--- config.mk ---
export PLATFORM = sky130hd
export DESIGN_NAME = lin_status_ctrl
export DESIGN_NICKNAME = d
export VERILOG_FILES = /design/src/rtl/lin_stat_pkg.sv /design/src/rtl/lin_mode_seq.sv /design/src/rtl/lin_flag_core.sv /design/src/rtl/lin_status_ctrl.sv
export SDC_FILE = /design/constraint.sdc
export NUM_CORES = 1
export LEC_CHECK = 0
export BUFFER_PORTS_ARGS = -buffer_cell sky130_fd_sc_hd__buf_2
export CORE_ASPECT_RATIO = 1.5
export CORE_MARGIN = 2
export CORE_UTILIZATION = 45
export CTS_BUF_LIST = sky130_fd_sc_hd__clkbuf_8
export DETAILED_ROUTE_END_ITERATION = 6
export PLACE_DENSITY = 0.83
export SLEW_MARGIN = 20
export SYNTH_ARGS = -nofsm -noshare
export SYNTH_HDL_FRONTEND = slang
export SYNTH_SLANG_ARGS = --single-unit
--- constraint.sdc ---
create_clock -name clk -period 1.75 [get_ports clk]
set_input_delay 0.35 -clock clk [delete_from_list [all_inputs] [get_ports clk]]
set_output_delay 0.35 -clock clk [all_outputs]
set_load 0.02 [all_outputs]
--- src/rtl/lin_stat_pkg.sv ---
package lin_stat_pkg;
    localparam int N_ERR = 6;
    localparam int LEN_W = 4;
    localparam int ST_TX  = 0;
    localparam int ST_RX  = 1;
    localparam int ST_ERR = 3;
    localparam int ST_HDR = 5;
    localparam int ST_B1  = 6;

    typedef struct packed {
        logic             tx;
        logic             rx;
        logic             err;
        logic             hdr;
        logic             b1;
        logic [N_ERR-1:0] eb;
    } flags_t;

    typedef struct packed {
        logic tx;
        logic rx;
        logic err;
        logic hdr;
    } irqs_t;
endpackage

--- src/rtl/lin_mode_seq.sv ---
module lin_mode_seq #(
    parameter int SETTLE_CYC = 4
) (
    input  logic clk,
    input  logic rst_n,
    input  logic req_rst,
    input  logic req_wake,
    output logic in_rst,
    output logic in_wake,
    output logic enter_rst
);
    localparam int CNT_W = (SETTLE_CYC > 1) ? $clog2(SETTLE_CYC) : 1;
    localparam logic [CNT_W-1:0] LAST = CNT_W'(SETTLE_CYC - 1);

    typedef struct packed {
        logic             rst;
        logic             wake;
        logic [CNT_W-1:0] cnt;
    } mode_t;

    mode_t m_d, m_q;
    logic  differ, apply;

    always_comb begin
        m_d       = m_q;
        differ    = (req_rst != m_q.rst) || (req_wake != m_q.wake);
        apply     = differ && (m_q.cnt == LAST);
        enter_rst = apply && req_rst && !m_q.rst;
        if (!differ) begin
            m_d.cnt = '0;
        end else if (apply) begin
            m_d.rst  = req_rst;
            m_d.wake = req_wake;
            m_d.cnt  = '0;
        end else begin
            m_d.cnt = m_q.cnt + 1'b1;
        end
    end

    always_ff @(posedge clk or negedge rst_n) begin
        if (!rst_n) begin
            m_q <= '{rst: 1'b1, wake: 1'b0, cnt: '0};
        end else begin
            m_q <= m_d;
        end
    end

    assign in_rst  = m_q.rst;
    assign in_wake = m_q.wake;
endmodule

--- src/rtl/lin_flag_core.sv ---
module lin_flag_core
    import lin_stat_pkg::*;
(
    input  logic             clk,
    input  logic             rst_n,
    input  logic             in_rst,
    input  logic             in_wake,
    input  logic             enter_rst,
    input  logic             com_start,
    input  logic             ev_hdr_done,
    input  logic             ev_byte1_rx,
    input  logic             ev_tx_done,
    input  logic             ev_rx_done,
    input  logic [N_ERR-1:0] ev_err,
    input  logic             rsp_dir_rx,
    input  logic [LEN_W-1:0] rsp_len,
    input  logic             sw_wr,
    input  logic             sw_sel,
    input  logic [7:0]       sw_wdata,
    output flags_t           flags,
    output irqs_t            irqs
);
    flags_t           f_d, f_q;
    irqs_t            i_d, i_q;
    logic [7:0]       st_zero;
    logic [N_ERR-1:0] eb_zero;
    logic             b1_set;

    always_comb begin
        f_d     = f_q;
        st_zero = (sw_wr && !sw_sel) ? ~sw_wdata : 8'h00;
        eb_zero = (sw_wr && sw_sel) ? ~sw_wdata[N_ERR-1:0] : '0;
        b1_set  = ev_byte1_rx && rsp_dir_rx && (rsp_len != '0) && !in_wake;

        if (ev_tx_done)                         f_d.tx = 1'b1;
        else if (com_start || st_zero[ST_TX])   f_d.tx = 1'b0;

        if (ev_rx_done)                         f_d.rx = 1'b1;
        else if (com_start || st_zero[ST_RX])   f_d.rx = 1'b0;

        if (ev_hdr_done)                        f_d.hdr = 1'b1;
        else if (com_start || st_zero[ST_HDR])  f_d.hdr = 1'b0;

        if (b1_set)                             f_d.b1 = 1'b1;
        else if (com_start || st_zero[ST_B1])   f_d.b1 = 1'b0;

        for (int i = 0; i < N_ERR; i++) begin
            if (ev_err[i])                      f_d.eb[i] = 1'b1;
            else if (com_start || eb_zero[i])   f_d.eb[i] = 1'b0;
        end

        if (|ev_err)                            f_d.err = 1'b1;
        else if (com_start || st_zero[ST_ERR] || (|eb_zero))
                                                f_d.err = 1'b0;

        if (in_rst || enter_rst) f_d = '0;

        i_d.tx  = f_d.tx  && !f_q.tx;
        i_d.rx  = f_d.rx  && !f_q.rx;
        i_d.err = f_d.err && !f_q.err;
        i_d.hdr = f_d.hdr && !f_q.hdr;
    end

    always_ff @(posedge clk or negedge rst_n) begin
        if (!rst_n) begin
            f_q <= '0;
            i_q <= '0;
        end else begin
            f_q <= f_d;
            i_q <= i_d;
        end
    end

    assign flags = f_q;
    assign irqs  = i_q;
endmodule

--- src/rtl/lin_status_ctrl.sv ---
module lin_status_ctrl
    import lin_stat_pkg::*;
#(
    parameter int SETTLE_CYC = 4
) (
    input  logic             clk,
    input  logic             rst_n,
    input  logic             req_rst_mode,
    input  logic             req_wake,
    input  logic             com_start,
    input  logic             ev_hdr_done,
    input  logic             ev_byte1_rx,
    input  logic             ev_tx_done,
    input  logic             ev_rx_done,
    input  logic [5:0]       ev_err,
    input  logic             rsp_dir_rx,
    input  logic [3:0]       rsp_len,
    input  logic             sw_wr,
    input  logic             sw_sel,
    input  logic [7:0]       sw_wdata,
    output logic             st_active,
    output logic             st_wake,
    output logic             flg_tx,
    output logic             flg_rx,
    output logic             flg_err,
    output logic             flg_hdr,
    output logic             flg_b1,
    output logic [5:0]       err_bits,
    output logic             irq_tx,
    output logic             irq_rx,
    output logic             irq_err,
    output logic             irq_hdr
);
    logic   in_rst, in_wake, enter_rst;
    flags_t flags;
    irqs_t  irqs;

    lin_mode_seq #(.SETTLE_CYC(SETTLE_CYC)) mode_i (
        .clk       (clk),
        .rst_n     (rst_n),
        .req_rst   (req_rst_mode),
        .req_wake  (req_wake),
        .in_rst    (in_rst),
        .in_wake   (in_wake),
        .enter_rst (enter_rst)
    );

    lin_flag_core flag_i (
        .clk         (clk),
        .rst_n       (rst_n),
        .in_rst      (in_rst),
        .in_wake     (in_wake),
        .enter_rst   (enter_rst),
        .com_start   (com_start),
        .ev_hdr_done (ev_hdr_done),
        .ev_byte1_rx (ev_byte1_rx),
        .ev_tx_done  (ev_tx_done),
        .ev_rx_done  (ev_rx_done),
        .ev_err      (ev_err),
        .rsp_dir_rx  (rsp_dir_rx),
        .rsp_len     (rsp_len),
        .sw_wr       (sw_wr),
        .sw_sel      (sw_sel),
        .sw_wdata    (sw_wdata),
        .flags       (flags),
        .irqs        (irqs)
    );

    assign st_active = !in_rst;
    assign st_wake   = in_wake;
    assign flg_tx    = flags.tx;
    assign flg_rx    = flags.rx;
    assign flg_err   = flags.err;
    assign flg_hdr   = flags.hdr;
    assign flg_b1    = flags.b1;
    assign err_bits  = flags.eb;
    assign irq_tx    = irqs.tx;
    assign irq_rx    = irqs.rx;
    assign irq_err   = irqs.err;
    assign irq_hdr   = irqs.hdr;
endmodule

==> run_summary.xml <==
<?xml version="1.0" encoding="UTF-8"?>
<metrics>
  <group name="synth">
    <metric name="synth_cell_type_count" unit="">26</metric>
    <metric name="yosysWarnings" unit="">0</metric>
    <metric name="async_reset_ff_frac" unit="">1.00</metric>
    <metric name="postSynthNetCount" unit="">119</metric>
    <metric name="synthTopCellsByArea" unit="">dfrtp_1 (51%), nor2b_1 (7.8%), o21ai_0 (6.3%)</metric>
    <metric name="synth_seq_area_share" unit="">0.541</metric>
    <metric name="netlist_instances" unit="">88</metric>
    <metric name="post_synthesis_sequential_element_count" unit="">19</metric>
    <metric name="yosysMostFrequentCell" unit="">dfrtp_1</metric>
    <metric name="synth_common_cells" unit="">dfrtp_1 (18), inv_1 (11), nor2b_1 (11), o21ai_0 (11), a21oi_1 (10)</metric>
    <metric name="synth.avg_cell_area" unit="sq um">10.0</metric>
    <metric name="synth.cell_area" unit="sq um">881</metric>
    <metric name="synthDominantCellAreaShare" unit="">0.511</metric>
    <metric name="synthDominantAreaCellType" unit="">dfrtp_1</metric>
    <metric name="ys_dominant_reg_cell" unit="">dfrtp_1</metric>
    <metric name="number_of_synthesized_flops_with_an_enable_pin" unit="">0</metric>
  </group>
  <group name="timing">
    <metric name="final.min_clock_period" unit="ns">1.39</metric>
    <metric name="maxSlewHeadroom" unit="">0.725</metric>
    <metric name="hold_viol" unit="">0</metric>
    <metric name="setup_total_negative_slack" unit="ns">0</metric>
    <metric name="unrepaired_setup_endpoints_after_global_routing" unit="">no</metric>
    <metric name="postLayoutSetupSlackWorst" unit="ns">0.362</metric>
    <metric name="max_freq" unit="MHz">721</metric>
    <metric name="maxSlewViolCount" unit="">0</metric>
    <metric name="worst_clock_skew" unit="ns">0.00312</metric>
    <metric name="final_min_period_over_clock_period" unit="">0.793</metric>
    <metric name="finalSetupViolCount" unit="">0</metric>
    <metric name="actual_transition_at_the_worst_max_transition_pin" unit="ns">0.412</metric>
  </group>
  <group name="clock_network">
    <metric name="htree_num_levels" unit="">1</metric>
    <metric name="tritoncts_clock_tree" unit="">yes</metric>
    <metric name="cts_root_buffer" unit="">clkbuf_8</metric>
    <metric name="clk_sinks" unit="">19</metric>
    <metric name="clockBufferDepth" unit="">2</metric>
    <metric name="post_cts.repair.setup_buffers" unit="">0</metric>
    <metric name="cts_hold_repair.buffers" unit="">0</metric>
    <metric name="cts.repair.resized" unit="">0</metric>
    <metric name="number_of_buffers_created_by_cts" unit="">3</metric>
    <metric name="clk-insertion-delay-late" unit="ns">0.25</metric>
    <metric name="worst_setup_hold_path_clk_slew" unit="ns">0.07</metric>
  </group>
  <group name="worst_hold_path">
    <metric name="hp-class" unit="">input port to async pin</metric>
  </group>
  <group name="setup_path">
    <metric name="setup.worst_path.start" unit="">mode_i.m_q[0]</metric>
    <metric name="cp_cell_sequence" unit="">ha_1, a21o_1, or3b_1, o22ai_2</metric>
    <metric name="worstPathMaxFanout" unit="">5</metric>
    <metric name="critical-path-slowest-cell" unit="">dfrtp_1</metric>
    <metric name="worstSetupEndpointType" unit="">register</metric>
    <metric name="start_kind" unit="">register</metric>
    <metric name="worst-endpoint-required" unit="ns">1.93</metric>
    <metric name="cpLargestDelayFamily" unit="">flip-flops</metric>
    <metric name="critical_path_data_arrival_time" unit="ns">1.57</metric>
    <metric name="regToRegStartpoint" unit="">mode_i.m_q[0]</metric>
    <metric name="slowest_delay" unit="ns">0.39</metric>
    <metric name="critical_path_class" unit="">register to register</metric>
    <metric name="cp_num_buf_inv" unit="">0</metric>
  </group>
  <group name="die">
    <metric name="die_area" unit="sq um">2330</metric>
    <metric name="boundaryPins" unit="">47</metric>
    <metric name="dieWidth" unit="um">40.1</metric>
    <metric name="number_of_rows_created_at_floorplan" unit="">19</metric>
    <metric name="floorplan.initialDensity" unit="">0.481</metric>
    <metric name="design.core.area" unit="sq um">1830</metric>
    <metric name="die_height" unit="um">58.2</metric>
  </group>
  <group name="placement">
    <metric name="place_ws" unit="ns">0.350</metric>
    <metric name="number_of_buffer_cells_added_on_primary_ports" unit="">45</metric>
    <metric name="place_area" unit="sq um">1130</metric>
    <metric name="placed_cells" unit="">153</metric>
    <metric name="finalWeightedCongestion" unit="">0.804</metric>
    <metric name="post-dp-hpwl" unit="um">1620</metric>
  </group>
  <group name="grt">
    <metric name="grt_start_max_net_pins" unit="">20</metric>
    <metric name="grt_pass1_wl" unit="um">3210</metric>
    <metric name="grt_pass1_vias" unit="">813</metric>
    <metric name="global_route.usage.total" unit="">0.203</metric>
    <metric name="antenna_found_initial" unit="">0</metric>
    <metric name="grt-ovfl-total" unit="">0</metric>
  </group>
  <group name="drt">
    <metric name="detail-route-antenna-nets" unit="">0</metric>
    <metric name="iter_0_drt_violations" unit="">14</metric>
    <metric name="post-route-drc-count" unit="">0</metric>
    <metric name="routed_wirelength" unit="um">1990</metric>
    <metric name="avgViaCountPerCell" unit="">5.25</metric>
    <metric name="detailroute.via_count" unit="">825</metric>
    <metric name="length_of_the_first_detailed_routing_pass_in_iterations" unit="">4</metric>
    <metric name="routed_wire_length_per_instance" unit="um">12.7</metric>
  </group>
  <group name="layout">
    <metric name="fin_cells" unit="">157</metric>
    <metric name="total_inserted_antenna_cells" unit="">0</metric>
    <metric name="design.final.nets" unit="">168</metric>
    <metric name="drive_gt1_frac" unit="">0.397</metric>
    <metric name="area.growth.synth_to_final" unit="%">33.5</metric>
    <metric name="final_design_area_no_fill" unit="sq um">1180</metric>
  </group>
  <group name="status">
    <metric name="status" unit="">finished, final reports clean</metric>
  </group>
  <group name="pwr">
    <metric name="power_per_cell_area" unit="nW/um^2">1530</metric>
    <metric name="irDropWorstVdd" unit="mV">0.959</metric>
    <metric name="total_power" unit="uW">1800</metric>
    <metric name="power.static_leakage" unit="uW">0.000623</metric>
  </group>
  <group name="flow_run">
    <metric name="drv_cap" unit="">0</metric>
  </group>
</metrics>
==> routing by layer <==
| layer | vias up | GRT usage | part of all wire |
|---|---|---|---|
| li1 | 395 | - | - |
| met1 | 388 | 0.213 | 0.35 |
| met3 | 8 | 0.0460 | 0.057 |
| met2 | 34 | 0.353 | 0.56 |
| met4 | 0 | 0.103 | 0.028 |
| met5 | - | 0 | 0 |
==> cell families (layout without fill, tap and decap cells) <==
logic type	after synthesis	in the layout	synth area share
buffers and inverters	13	61	0.0568
DFF	19	19	0.541
AOI/OAI and AO/OA	26	26	0.169
adders and majority gates	1	1	0.0142
muxes	1	1	0.0128
and+or+nand+nor	26	26	0.186
xor gates and xnor gates	2	2	0.0199
==> area by class of cell <==
class / instances / area (sq um)
multi-input combinational: 56 / 354
clock inverter: 1 / 3.75
inverter: 11 / 41.3
clock buffer: 3 / 41.3
fill: 156 / 654
tap: 21 / 26.3
timing repair buffer: 46 / 233
sequential: 19 / 477
==> path summary, 6_finish.rpt <==
kind | depth (start not counted) | slack, ns | to
min in group clk | 3 | 0.33 | flag_i.flags[3]
min reg2reg | 1 | 0.45 | mode_i.m_q[0]
max | 4 | 0.36 | flag_i.flags[8]
max in group asynchronous | 1 | 1.41 | mode_i.in_rst
max reg2reg | 4 | 0.36 | flag_i.flags[8]
min | 1 | 0.02 | mode_i.m_q[1]
==> cells in the final DEF (no fill, tap or decap), types with 2 or more instances in the layout <==
cell type and count:
a21oi_1 10, buf_2 45, clkbuf_8 3, dfrtp_1 18, inv_1 12, nand2_1 3
nor2b_1 11, nor3_1 4, o21ai_0 11, xnor2_1 2
==> sequential cells by signal, summed over array words and instances (netlist names) <==
| register | count |
|---|---|
| mode_i.m_q | 2 |
| flag_i.irqs | 4 |
| mode_i.in_rst | 1 |
| flag_i.flags | 11 |
| mode_i.in_wake | 1 |
==> where the power goes <==
part / internal [uW] / switching, uW / leakage (uW)
combinational: 314 / 466 / 0.000360
sequential: 629 / 94.0 / 0.000237
clock: 156 / 137 / 0.0000269
==> through the flow <==
step / hold slack, ns / utilization
global placement: 0.300 / 0.618
detailed placement: 0.308 / 0.618
floorplan: 0.0544 / -
global route: 0.0438 / 0.643
CTS: 0.0374 / 0.643
finish: 0.0185 / 0.643
Note: power is estimated with default switching activity, not from simulation.
